File: src/rtl/frame_renamer_pkg.sv
package frame_renamer_pkg;
  localparam int unsigned IDX_W       = 7;
  localparam int unsigned STATIC_REGS = 32;
  localparam int unsigned POOL_SIZE   = 96;

  typedef struct packed {
    logic doAlloc;
    logic doCall;
    logic doRet;
  } frameStrobe_t;

  typedef struct packed {
    logic [IDX_W-1:0] base;
    logic [IDX_W-1:0] size;
    logic [IDX_W-1:0] locals;
  } frameMark_t;
endpackage

File: src/rtl/frame_ctrl.sv
module frame_ctrl
  import frame_renamer_pkg::*;
(
  input  logic         clk,
  input  logic         rstN,
  input  logic         allocEn,
  input  logic         callEn,
  input  logic         retEn,
  input  logic         allocTooBig,
  input  logic         spillHint,
  input  logic         stackEmpty,
  input  logic         stackFull,
  output frameStrobe_t strobe,
  output logic         allocErr,
  output logic         overflowErr,
  output logic         underflowErr,
  output logic         spillReq
);
  logic selAlloc, selCall, selRet;

  // allocate beats call, call beats return
  always_comb begin
    selAlloc       = allocEn;
    selCall        = callEn && !allocEn;
    selRet         = retEn && !allocEn && !callEn;
    strobe.doAlloc = selAlloc && !allocTooBig;
    strobe.doCall  = selCall && !stackFull;
    strobe.doRet   = selRet && !stackEmpty;
  end

  always_ff @(posedge clk) begin
    if (!rstN) begin
      allocErr     <= 1'b0;
      overflowErr  <= 1'b0;
      underflowErr <= 1'b0;
      spillReq     <= 1'b0;
    end else begin
      allocErr     <= selAlloc && allocTooBig;
      overflowErr  <= selCall && stackFull;
      underflowErr <= selRet && stackEmpty;
      spillReq     <= strobe.doAlloc && spillHint;
    end
  end
endmodule

File: src/rtl/frame_dp.sv
module frame_dp
  import frame_renamer_pkg::*;
#(
  parameter int unsigned STACK_DEPTH = 8
) (
  input  logic             clk,
  input  logic             rstN,
  input  frameStrobe_t     strobe,
  input  logic [IDX_W-1:0] allocLocals,
  input  logic [IDX_W-1:0] allocOutputs,
  input  logic [IDX_W-1:0] lookupIdx,
  output logic [IDX_W-1:0] physIdx,
  output logic             lookupValid,
  output logic             allocTooBig,
  output logic             spillHint,
  output logic             stackEmpty,
  output logic             stackFull,
  output frameMark_t       curMark
);
  localparam int unsigned PTR_W = (STACK_DEPTH > 1) ? $clog2(STACK_DEPTH) : 1;
  localparam int unsigned CNT_W = $clog2(STACK_DEPTH + 1);
  localparam int unsigned SUM_W = $clog2(POOL_SIZE * (STACK_DEPTH + 1) + 1);
  localparam logic [IDX_W:0]   POOL_W   = (IDX_W+1)'(POOL_SIZE);
  localparam logic [SUM_W-1:0] POOL_S   = SUM_W'(POOL_SIZE);
  localparam logic [IDX_W-1:0] STATIC_I = IDX_W'(STATIC_REGS);
  localparam logic [CNT_W-1:0] DEPTH_C  = CNT_W'(STACK_DEPTH);

  frameMark_t       saved [STACK_DEPTH];
  logic [CNT_W-1:0] depth;
  logic [SUM_W-1:0] lockedSum;
  logic [PTR_W-1:0] pushPtr, popPtr;
  logic [IDX_W:0]   allocTotal;
  frameMark_t       popMark;

  function automatic logic [IDX_W:0] wrapPool(input logic [IDX_W:0] s);
    return (s >= POOL_W) ? (s - POOL_W) : s;
  endfunction

  assign pushPtr    = PTR_W'(depth);
  assign popPtr     = PTR_W'(depth - 1'b1);
  assign popMark    = saved[popPtr];
  assign stackEmpty = (depth == '0);
  assign stackFull  = (depth == DEPTH_C);
  assign allocTotal = {1'b0, allocLocals} + {1'b0, allocOutputs};
  assign allocTooBig = (allocTotal > POOL_W);
  assign spillHint  = (lockedSum + SUM_W'(allocTotal)) > POOL_S;

  // logical to physical translation
  logic [IDX_W-1:0] offs;
  logic [IDX_W:0]   slot;
  always_comb begin
    offs = lookupIdx - STATIC_I;
    slot = wrapPool({1'b0, curMark.base} + {1'b0, offs});
    if (lookupIdx < STATIC_I) begin
      physIdx     = lookupIdx;
      lookupValid = 1'b1;
    end else begin
      physIdx     = STATIC_I + slot[IDX_W-1:0];
      lookupValid = (offs < curMark.size);
    end
  end

  // descriptor and stack control state
  always_ff @(posedge clk) begin
    if (!rstN) begin
      curMark   <= '0;
      depth     <= '0;
      lockedSum <= '0;
    end else if (strobe.doAlloc) begin
      curMark.size   <= allocTotal[IDX_W-1:0];
      curMark.locals <= allocLocals;
    end else if (strobe.doCall) begin
      curMark.base   <= IDX_W'(wrapPool({1'b0, curMark.base} + {1'b0, curMark.locals}));
      curMark.size   <= curMark.size - curMark.locals;
      curMark.locals <= '0;
      depth          <= depth + 1'b1;
      lockedSum      <= lockedSum + SUM_W'(curMark.locals);
    end else if (strobe.doRet) begin
      curMark   <= popMark;
      depth     <= depth - 1'b1;
      lockedSum <= lockedSum - SUM_W'(popMark.locals);
    end
  end

  // saved descriptor storage, one write port per entry
  for (genvar g = 0; g < STACK_DEPTH; g++) begin : g_slot
    always_ff @(posedge clk) begin
      if (strobe.doCall && (pushPtr == PTR_W'(g)))
        saved[g] <= curMark;
    end
  end
endmodule

File: src/rtl/frame_renamer.sv
module frame_renamer
  import frame_renamer_pkg::*;
#(
  parameter int unsigned STACK_DEPTH = 8
) (
  input  logic             clk,
  input  logic             rstN,
  input  logic             allocEn,
  input  logic [IDX_W-1:0] allocLocals,
  input  logic [IDX_W-1:0] allocOutputs,
  input  logic             callEn,
  input  logic             retEn,
  input  logic [IDX_W-1:0] lookupIdx,
  output logic [IDX_W-1:0] physIdx,
  output logic             lookupValid,
  output logic [IDX_W-1:0] curBase,
  output logic [IDX_W-1:0] curSize,
  output logic [IDX_W-1:0] curLocals,
  output logic             allocErr,
  output logic             overflowErr,
  output logic             underflowErr,
  output logic             spillReq
);
  frameStrobe_t strobe;
  frameMark_t   curMark;
  logic allocTooBig, spillHint, stackEmpty, stackFull;

  frame_ctrl u_ctrl (
    .clk(clk), .rstN(rstN), .allocEn(allocEn), .callEn(callEn), .retEn(retEn),
    .allocTooBig(allocTooBig), .spillHint(spillHint),
    .stackEmpty(stackEmpty), .stackFull(stackFull), .strobe(strobe),
    .allocErr(allocErr), .overflowErr(overflowErr),
    .underflowErr(underflowErr), .spillReq(spillReq)
  );

  frame_dp #(.STACK_DEPTH(STACK_DEPTH)) u_dp (
    .clk(clk), .rstN(rstN), .strobe(strobe),
    .allocLocals(allocLocals), .allocOutputs(allocOutputs),
    .lookupIdx(lookupIdx), .physIdx(physIdx), .lookupValid(lookupValid),
    .allocTooBig(allocTooBig), .spillHint(spillHint),
    .stackEmpty(stackEmpty), .stackFull(stackFull), .curMark(curMark)
  );

  assign curBase   = curMark.base;
  assign curSize   = curMark.size;
  assign curLocals = curMark.locals;
endmodule

File: config.mk
export PLATFORM = sky130hd
export DESIGN_NAME = frame_renamer
export DESIGN_NICKNAME = d
export VERILOG_FILES = /design/src/rtl/frame_renamer_pkg.sv /design/src/rtl/frame_ctrl.sv /design/src/rtl/frame_dp.sv /design/src/rtl/frame_renamer.sv
export SDC_FILE = /design/constraint.sdc
export NUM_CORES = 1
export LEC_CHECK = 0
export BUFFER_PORTS_ARGS = -buffer_cell sky130_fd_sc_hd__buf_2
export CAP_MARGIN = 0
export CORE_UTILIZATION = 50
export DETAILED_ROUTE_END_ITERATION = 8
export PLACE_DENSITY = 0.69
export SLEW_MARGIN = 20
export SYNTH_ARGS = -nofsm -noshare
export SYNTH_HDL_FRONTEND = slang
export SYNTH_SLANG_ARGS = --single-unit
File: constraint.sdc
create_clock -name clk -period 5 [get_ports clk]
set_clock_uncertainty 0.05 [all_clocks]
set_input_delay 1 -clock clk [delete_from_list [all_inputs] [get_ports clk]]
set_output_delay 1 -clock clk [all_outputs]
set_load 0.005 [all_outputs]
=== After elaboration in Yosys (flattened, before gate mapping) ===
Memories as Yosys holds them, arrays and structs flattened.
Cells that the tools add are included.

* Memories: 1
* Flip-flop bits (word level): 39
* Latch bits: 0
* ROM bits: 0
* Bits in writable memories: 168

{| class="wikitable"
|+ Memories
! memory !! words !! bits a word !! rd ports !! clocked after memory_dff !! wr ports !! line !! source
|-
| u_dp.saved || 8 || 21 || 1 || 0 || 1 || frame_dp.sv:28 || <nowiki>frameMark_t saved [STACK_DEPTH];</nowiki>
|}

* Multiply operators: 0
* Div/mod/pow operators: 0
* Mux-type cells: 48
* Shift-type cells: 0
* Add/subtract/negate cells: 13
* Reduce and logical (&&, ||, !) cells: 35
* Magnitude comparators: 6
* Bitwise operators: 1
* Eq/ne operators: 8

{| class="wikitable"
|+ Operator list
! operator !! count
|-
| 21-bit two-way mux || 9
|-
| 21-bit OR reduction || 7
|-
| 7-bit by 7-bit adder with 8-bit output || 3
|-
| 1-bit two-way mux || 24
|-
| 3-bit two-way mux || 7
|-
| 7-bit two-way mux || 3
|-
| 10-bit two-way mux || 2
|-
| 1-bit logical AND || 18
|-
| 8-bit by 7-bit greater-or-equal comparator with 1-bit output, second input constant || 2
|-
| 14-bit two-way mux || 1
|-
| 7-bit subtractor, second input constant || 2
|-
| 3-bit equality test, second input constant || 4
|-
| 10-bit by 7-bit adder with 10-bit output || 1
|-
| 10-bit by 8-bit adder with 10-bit output || 1
|-
| 10-bit by 7-bit greater-than comparator with 1-bit output, second input constant || 1
|-
| 10-bit by 7-bit subtractor with 10-bit output || 1
|-
| 8-bit by 7-bit greater-than comparator with 1-bit output, second input constant || 1
|-
| 4-bit two-way mux || 2
|-
| 6-bit by 7-bit adder with 7-bit output, first input constant || 1
|-
| 7-bit by 6-bit less-than comparator with 1-bit output, second input constant || 1
|-
| 7-bit less-than comparator || 1
|-
| 7-bit by 6-bit subtractor with 7-bit output, second input constant || 1
|-
| 7-bit subtractor || 1
|-
| 3-bit by 2-bit equality test with 1-bit output, second input constant || 2
|-
| other kinds (11) || 15
|}

=== Logic depth before layout (Yosys ltp) ===
Gate-level depths: netlist of run 1.

* Depth after elaboration: 14
* Depth in mapped cells: 22
* Gate-level depth less buffers: 17

=== Cells and area by module ===
From an unflattened synthesis of run 1, not the netlist that was laid out.

* Cells, all modules: 799
* Area total of the unflattened synthesis: 10,560.1 um^2

{| class="wikitable"
|+ By module, submodules not included
! module !! area each (um^2) !! instances !! cells an instance !! seq. area each (um^2)
|-
| frame_dp || 10,411.2 || 1 || 787 || 5,745.5
|-
| frame_ctrl || 148.9 || 1 || 12 || 80.1
|}

=== Worst setup path before layout of run 1 ===
No wires, ideal clock.

* Path kind: reg-to-reg
* Start: register u_dp.depth[0]
* End: register u_dp.lockedSum[9]
* Period minus slack after synthesis: 4.567 ns
* Arrival: 4.454 ns
* Buffers on the path: 5
* Stages on the path, launching flop included: 22
* Setup time: 0.064 ns
* Path slack: 0.433 ns
* Path through: dfxtp_1 -> buf_6 -> buf_6 -> buf_4 -> buf_4 -> inv_1 -> ha_1 -> xor2_4 -> buf_2 -> mux2i_1 -> ha_1 -> nand3_1 -> nor2_1 -> xnor2_1 -> o21ai_1 -> ha_1 -> o21a_1 -> nor2_1 -> a31oi_1 -> a31oi_1 -> or4_1 -> nand4_1

* Word-level cells in the longest chain between the ends: 5
* Elaborated cells between the ends (all ways): 13
* Classes of those cells: add/sub (2); eq/ne (1); mux (2); reduce/logical (7); memory (1)

{| class="wikitable"
|+ RTL lines
! item !! line !! source
|-
| start: declaration || frame_dp.sv:29 || <nowiki>logic [CNT_W-1:0] depth;</nowiki>
|-
| start signal: assignment || frame_dp.sv:76 || <nowiki>depth <= depth + 1'b1;</nowiki>
|-
| start signal: assignment || frame_dp.sv:80 || <nowiki>depth <= depth - 1'b1;</nowiki>
|-
| 4-bit by 1-bit subtractor with 4-bit output (tied with other cells) || -- ||
|-
| memory 8 x 21 bit (tied with other cells) || -- ||
|-
| 10-bit by 7-bit subtractor with 10-bit output (tied with other cells) || frame_dp.sv:81 || <nowiki>lockedSum <= lockedSum - SUM_W'(popMark.locals);</nowiki>
|-
| 10-bit two-way mux / 2-bit nonzero test (equally long branches) || -- ||
|-
| 10-bit two-way mux / 2-bit AND reduction (equally long branches) || -- ||
|-
| end signal: assignment || frame_dp.sv:77 || <nowiki>lockedSum <= lockedSum + SUM_W'(curMark.locals);</nowiki>
|-
| end signal: assignment || frame_dp.sv:81 ||
|-
| end: declaration || frame_dp.sv:30 || <nowiki>logic [SUM_W-1:0] lockedSum;</nowiki>
|}

Several ways; a longest one is shown, not always the timed one. The select of a mux whose other input is x is not followed.
A chain may end at the register's enable or synchronous reset.

=== Worst setup path in the final report of run 1 ===
Ends and elaborated chain as after synthesis.

==> results.txt, run 1 <==
----------------------------------------------------
[Outcome]
  Outcome ... complete, no violations

[Synthesis]
  Sequential area share after synthesis ... 54.5%
  Library cell occupying the most area in the post-synthesis netlist ... edfxtp_1
  Share of Yosys cell area claimed by the top area cell type ... 47.2%
  Number of synthesized register bits ... 207
  Number of instances in the synthesized netlist ... 793
  Number of distinct library cells after synthesis ... 72
  Yosys warnings ... 0
  Post-synthesis net count ... 884
  Top flip-flop cell by instance count after synthesis ... edfxtp_1
  Cell with the most instances after synthesis ... edfxtp_1
  Leading cell types by count after synthesis ... edfxtp_1 (168), ha_1 (59), nand2_1 (52)
  Cell types with the largest area share after synthesis ... edfxtp_1 (47%), mux4_2 (9.3%), dfxtp_1 (7.3%)
  Syn_area_per_cell ... 13.5 um^2
  EDFF count, synth ... 168
  Ys async rst share ... 0%
  Netlist area before placement ... 10,700 um^2

[GRT]
  Number of antenna violations at the first check in global routing ... 0
  Global-route wire length before repair ... 38.1 mm
  Maximum number of pins on one net before global-route repair ... 46
  Overall global routing resource usage ... 22.9%
  Total congestion overflow ... 0
  Via count of the first global-routing pass ... 6,702

[Timing]
  Least setup slack across all paths after layout ... 0.526 ns
  Post-route fraction of the period consumed by the critical path ... 89.5%
  Pins over their slew limit ... 0
  Total negative slack for setup checks ... 0 ns
  Worst-Margin Slew ... 1.01 ns
  Headroom to the max-slew limit ... 33.0%
  Final Hold Viols ... 0
  Achievable Freq ... 224 MHz
  RSZ-0062 raised after global routing ... false
  Number of setup violations in the final report ... 0
  Clock period minus worst slack ... 4.47 ns

[Detailed routing]
  Average detailed-routed wire length per instance ... 21.0 um
  Aggregate routed wire length ... 24.2 mm
  Antenna violation net count after detailed routing ... 0
  Via total after detailed routing ... 6,779
  Remaining design rule violation count ... 0
  DR vias/cell ... 5.87
  Number of search-and-repair iterations in the first detailed-routing pass ... 4
  DRC violation total after the first TritonRoute iteration ... 484

[Power and ir drop]
  Combinational share of power ... 29.6%
  Switching power summed over all nets ... 1680 uW
  Sequential cell fraction of total power ... 39.6%
  PD cells ... 453 nW/um^2
  Leak Pwr ... 0.00456 uW
  Fraction of power spent switching nets ... 30.8%
  Maximum vdd drop ... 0.248 mV
  Int Pwr ... 3780 uW
  Clk network pwr share ... 30.8%

[Cells and area]
  Final layout net count ... 954
  Antenna Cells ... 0
  Relative area change from synthesis to final layout ... 12.8%
  Proportion of layout cells with a drive suffix above 1 ... 20.9%

[Clock tree]
  TritonCTS clock tree ... yes
  Post-CTS repair timing setup buffer count ... 0
  Post-CTS Hold Buffers ... 0
  Post-cts sizing count ... 0
  Number of buffers inserted during clock tree synthesis ... 22
  CTS H-Tree Depth ... 1
  Clk_lat worst skew ... 0.51 ns
  Total number of clock tree sinks ... 207
  Clock Pin Slew Worst Setup and Hold Paths ... 0.06 ns
  Clock root buffer master ... clkbuf_16
  CTS Buffer Depth ... 3

[Setup path]
  Crit path largest cell delay ... 0.68 ns
  Highest net fanout along the worst path ... 44
  Slowest CP cell ... buf_4
  Endpoint type of the worst setup path ... register
  Crit path buf inv count ... 1
  Category of the critical setup timing path ... reg -> reg
  Kind of launch point of the worst setup path ... register
  Required arrival time at the worst endpoint ... 5.39 ns
  Crit path cell chain ... buf_4 -> mux4_2 -> mux2i_1 -> ha_1 -> nand3_1 -> xor2_1 -> o21ai_0 -> ha_1 -> a21oi_1 -> a31oi_1 -> a31oi_1 -> nand4_1 -> mux2_1 -> nand4_1
  Kind of cell adding the most delay to the critical path ... multiplexers
  Worst EP arrival ... 4.87 ns

[Worst hold path]
  Hold Crit Class ... reg -> reg

[Placement]
  HPWL reported at the end of detailed placement ... 16.2 mm
  Port Buffer Count ... 58
  Post-Place Setup Slack ... 0.529 ns
  Last weighted congestion value of the routability-driven placer ... 0.862

[Floorplan]
  Width of the die ... 148 um
  Die Ht ... 148 um
  Standard-cell rows ... 53
  Number of top-level design ports ... 59
  Initial standard-cell utilization of the core ... 50.9%
  Core area ... 21,000 um^2
  Die area ... 22,000 um^2

[Flow run]
  Maximum capacitance violations ... 0

----------------------------------------------------
[layer usage]
metal,up-vias,share of wire (%),track usage [%]
li1,3212,-,-
met1,3299,45,32.2
met2,219,46,36.6
met3,49,6.3,3.56
met4,0,3.1,7.68
met5,-,0,0
[metrics by stage]
stage	std cells	hold WS [ns]	total power [uW]	cell area, um^2	utilization (%)
4_1_cts	1154	0.456	5480	12100	57.4
3_5_place_dp	1114	0.448	3810	11300	53.8
3_3_place_gp	1114	0.434	3780	11300	53.8
6_report	1154	0.455	5460	12100	57.4
5_1_grt	1154	0.486	5750	12100	57.4
2_1_floorplan	793	0.413	3370	10700	-
[registers in the layout, indices dropped and copies added, names as in the netlist]
signal               cells
u_ctrl.allocErr          1
u_ctrl.overflowErr       1
u_ctrl.spillReq          1
u_ctrl.underflowErr      1
u_dp.curMark            21
u_dp.depth               4
u_dp.lockedSum          10
u_dp.saved             168
[tightest hold or removal path, stage by stage (launching register included)]
cell and delay, ns:
dfxtp_1 0.33, nand2_1 0.06, a21boi_0 0.07
[layout by cell type (no fill, tap or decap), types with 6 or more instances in the layout]
master | netlist | routed
nor2b_1 | 14 | 14
o21a_1 | 14 | 14
buf_2 | 9 | 58
nor2_1 | 43 | 41
mux2i_1 | 24 | 24
nor3_1 | 18 | 18
ha_1 | 59 | 58
a21boi_0 | 11 | 11
a21o_1 | 12 | 12
mux4_2 | 44 | 44
inv_1 | 29 | 29
clkbuf_16 | 0 | 22
o21ai_0 | 33 | 33
nand3_1 | 11 | 11
and2_1 | 6 | 6
xnor2_1 | 22 | 22
nand2_1 | 52 | 52
edfxtp_1 | 168 | 168
dfxtp_1 | 39 | 38
and3_1 | 9 | 8
o21bai_1 | 7 | 7
fa_1 | 6 | 6
a31oi_1 | 8 | 8
a21oi_1 | 26 | 26
xor2_1 | 9 | 9
a211oi_1 | 11 | 10
buf_4 | 7 | 21
[power by group through the flow]
stage          clock, uW  sequential, uW  combinational [uW]
2_1_floorplan          0            2150                1220
3_3_place_gp           0            2200                1580
3_5_place_dp           0            2200                1610
4_1_cts             1700            2160                1620
5_1_grt             1770            2180                1800
6_report            1680            2160                1620
[cell families after synthesis]
logic type | share of synthesized area [%]
buffers and inverters | 2.84
and+or+nand+nor | 8.37
AOI/OAI and AO/OA | 11.6
muxes | 11.8
DFF | 54.5
xor gates and xnor gates | 2.80
adders and majority gates | 8.03
[worst paths after layout]
kind,start,endpoint,slack (ns),cells after the start
hold reg to reg,u_dp.lockedSum[4]$_SDFFE_PN0P_,u_dp.lockedSum[4]$_SDFFE_PN0P_,0.45,2
setup reg to reg,u_dp.depth[0]$_SDFFE_PN0P_,u_dp.lockedSum[9]$_SDFFE_PN0P_,0.53,14
setup / recovery,u_dp.depth[0]$_SDFFE_PN0P_,u_dp.lockedSum[9]$_SDFFE_PN0P_,0.53,14
hold / removal,u_dp.lockedSum[4]$_SDFFE_PN0P_,u_dp.lockedSum[4]$_SDFFE_PN0P_,0.45,2
[layout make-up]
type	instances	area, um^2
fillers	1663	8960
flip-flops and latches	207	5830
multi-input cells	524	4580
clock buffers	27	569
repair buffers	79	448
well taps	275	344
clock inverters	13	181
inverters	29	109
Note: power is estimated with default switching activity, not from simulation.
==> run 2, diff against run 1 <==
--- a/config.mk
+++ b/config.mk
@@ -7,8 +7,9 @@
 export LEC_CHECK = 0
 export BUFFER_PORTS_ARGS = -buffer_cell sky130_fd_sc_hd__buf_2
-export CAP_MARGIN = 0
+export CAP_MARGIN = 40
 export CORE_UTILIZATION = 50
 export DETAILED_ROUTE_END_ITERATION = 8
 export PLACE_DENSITY = 0.69
+export RECOVER_POWER = 50
 export SLEW_MARGIN = 20
 export SYNTH_ARGS = -nofsm -noshare
==> constraint.sdc (replaced) <==
create_clock -name clk -period 5 [get_ports clk]
set_clock_uncertainty 0.05 [all_clocks]
set_input_delay 1 -clock clk [delete_from_list [all_inputs] [get_ports clk]]
set_output_delay 1 -clock clk [all_outputs]
set_load 0.05 [all_outputs]
==> results.txt, run 2 (synthesis gave the netlist of run 1 again) <==
----------------------------------------------------
[Outcome]
  Outcome ... finished, violations left
  Violated checks ... max-capacitance violations, max-slew violations

[Power and ir drop]
  Leak Pwr ... 0.00448 uW (-1.8%)
  Maximum vdd drop ... 0.232 mV (-6.2%)
  PD cells ... 458 nW/um^2 (+1.2%)

[Setup path]
  Worst EP arrival ... 3.52 ns (-1.35 ns)
  FF-to-FF setup slack ... 0.58 ns (+0.05 ns)
  Category of the critical setup timing path ... reg -> out
  Reg2Reg Capture Point ... u_dp.lockedSum[9]$_SDFFE_PN0P_
  Highest net fanout along the worst path ... 13 (-70%)
  Launching point of the worst reg2reg path ... u_dp.depth[1]$_SDFFE_PN0P_
  Count of cells along the worst register-to-register path ... 15 (+1)
  Required arrival time at the worst endpoint ... 3.95 ns (-1.44 ns)
  Endpoint type of the worst setup path ... output port
  Kind of launch point of the worst setup path ... register

[Flow run]
  Maximum capacitance violations ... 2 (+2)

[Placement]
  Post-Place Setup Slack ... 0.693 ns (+0.164 ns)
  Last weighted congestion value of the routability-driven placer ... 0.833 (-3.4%)
  Post-detailed-placement cell area ... 11,300 um^2 (+0.25%)
  Port Buffer Count ... 58 (unchanged)
  HPWL reported at the end of detailed placement ... 16.4 mm (+1.3%)

[Cells and area]
  Antenna Cells ... 0 (unchanged)
  Fill cells ... 1,658 (-0.30%)
  Leading registers by flop count ... u_dp.saved x168, u_dp.curMark x21, u_dp.lockedSum x10
  Proportion of layout cells with a drive suffix above 1 ... 19.0% (-2.0 points)
  Leading cell types in the layout, fill and taps excluded ... edfxtp_1 (168), ha_1 (58), nand2_1 (52), buf_2 (52), mux4_2 (44)
  Leading cell type in the layout, fill and taps excluded ... edfxtp_1
  Flip-flop count of the largest register, all copies and words added ... 168 (unchanged)
  Final std cell area, no fill ... 12,000 um^2 (-0.68%)
  Register containing the most flip-flops in the final layout ... u_dp.saved
  Final layout net count ... 955 (+0.10%)
  Relative area change from synthesis to final layout ... 12.0%

[Timing]
  Clock period minus worst slack ... 4.57 ns (+0.0979 ns)
  Worst-Margin Slew ... 1.90 ns (+0.898 ns)
  Total negative slack for setup checks ... 0 ns (unchanged)
  Least setup slack across all paths after layout ... 0.428 ns (-0.0979 ns)
  Post-route fraction of the period consumed by the critical path ... 91.4% (+2.0 points)
  Number of setup violations in the final report ... 0 (unchanged)
  Achievable Freq ... 219 MHz (-2.1%)
  Final Hold Viols ... 0 (unchanged)
  Headroom to the max-slew limit ... -26.9% (-60 points)
  Pins over their slew limit ... 68 (+68)
  RSZ-0062 raised after global routing ... false
  Hold slack ... 0.452 ns (-0.00297 ns)

[Floorplan]
  Core area ... 21,000 um^2 (unchanged)
  Width of the die ... 148 um (unchanged)
  Die Ht ... 148 um (unchanged)
  Die area ... 22,000 um^2 (unchanged)
  Initial standard-cell utilization of the core ... 50.9% (unchanged)
  Standard-cell rows ... 53 (unchanged)
  Number of top-level design ports ... 59 (unchanged)

[Detailed routing]
  DR vias/cell ... 5.92 (+0.81%)
  Antenna violation net count after detailed routing ... 0 (unchanged)
  Remaining design rule violation count ... 0 (unchanged)
  Aggregate routed wire length ... 24.2 mm (about the same)
  Via total after detailed routing ... 6,840 (+0.90%)
  Average detailed-routed wire length per instance ... 21.0 um (about the same)
  Number of search-and-repair iterations in the first detailed-routing pass ... 5 (+1)
  DRC violation total after the first TritonRoute iteration ... 482 (-0.41%)

[Clock tree]
  Clock Pin Slew Worst Setup and Hold Paths ... 0.06 ns (about the same)
  Post-CTS Hold Buffers ... 0 (unchanged)
  Clk_lat worst skew ... 0.51 ns (about the same)
  Post-CTS repair timing setup buffer count ... 0 (unchanged)
  Clock root buffer master ... clkbuf_16
  Total number of clock tree sinks ... 207 (unchanged)
  CTS H-Tree Depth ... 1 (unchanged)
  Number of buffers inserted during clock tree synthesis ... 22 (unchanged)
  CTS Buffer Depth ... 3 (unchanged)
  TritonCTS clock tree ... yes
  Post-cts sizing count ... 0 (unchanged)

[GRT]
  Overall global routing resource usage ... 22.8% (-0.13 points)
  Via count of the first global-routing pass ... 6,608 (-1.4%)
  Global-route wire length before repair ... 37.8 mm (-0.89%)
  Total congestion overflow ... 0 (unchanged)
  Number of antenna violations at the first check in global routing ... 0 (unchanged)
  Maximum number of pins on one net before global-route repair ... 46 (unchanged)

[Worst hold path]
  End point of the worst hold path ... u_dp.lockedSum[5]$_SDFFE_PN0P_
  Launch instance of the worst min-delay path ... u_dp.lockedSum[5]$_SDFFE_PN0P_
  Number of cells on the worst hold path ... 2 (unchanged)
  Hold Crit Class ... reg -> reg

----------------------------------------------------
==> run 2: critical path, stage by stage (launching register included) <==
cell and delay, ns:
dfxtp_1 0.31, clkbuf_1 0.47, inv_1 0.23, fa_1 0.49
nor2b_1 0.13, o21a_1 0.13, o21ai_0 0.12, mux2i_1 0.16
a2111oi_2 0.43, xnor2_1 0.13, o21ai_0 0.13, buf_2 0.28
==> run 2: cell type report <==
type	instances	area, um^2	area share [%]
clock buffer	32	598	4.99
tap	275	344	2.87
clock inverter	8	76.3	0.637
timing repair buffer	80	445	3.72
inverter	29	109	0.909
multi-input combinational	524	4580	38.2
sequential	207	5830	48.6
==> run 2: per-layer routing <==
metal	global-route usage (%)	up-vias	routed length, um
met2	36.5	204	11200
met4	4.85	0	304
met3	2.61	22	1580
met1	33.7	3401	11100
li1	-	3213	-
met5	0	-	0
==> run 2: power by group <==
| part | total [uW] | leakage (uW) | switching, uW | internal [uW] |
|---|---|---|---|---|
| Combinational | 1800 | 0.00229 | 1060 | 740 |
| Clock | 1530 | 0.000325 | 642 | 885 |
| Sequential | 2160 | 0.00187 | 139 | 2020 |
| Total | 5490 | 0.00448 | 1850 | 3650 |
==> run 2: worst max-delay path by stage <==
stage,to,slack (ns),startpoint,cells past startpoint
after CTS,physIdx[6],0.54,u_dp.curMark[14]$_SDFFE_PN0P_,11
after floorplan,physIdx[5],0.30,lookupIdx[5],10
after global placement,u_dp.lockedSum[9]$_SDFFE_PN0P_,0.69,u_dp.depth[0]$_SDFFE_PN0P_,15
final,physIdx[6],0.43,u_dp.curMark[15]$_SDFFE_PN0P_,11
after detailed placement,u_dp.lockedSum[9]$_SDFFE_PN0P_,0.69,u_dp.depth[1]$_SDFFE_PN0P_,15
after global routing,u_dp.lockedSum[9]$_SDFFE_PN0P_,0.21,u_dp.depth[1]$_SDFFE_PN0P_,15
==> run 2: stage by stage <==
step                total power, uW  utilization, %  std cells
detailed placement             4000            53.9       1115
global placement               3960            53.8       1113
global route                   5790            57.0       1155
finish                         5490            57.0       1155
floorplan                      3550               -        793
CTS                            5530            57.2       1155
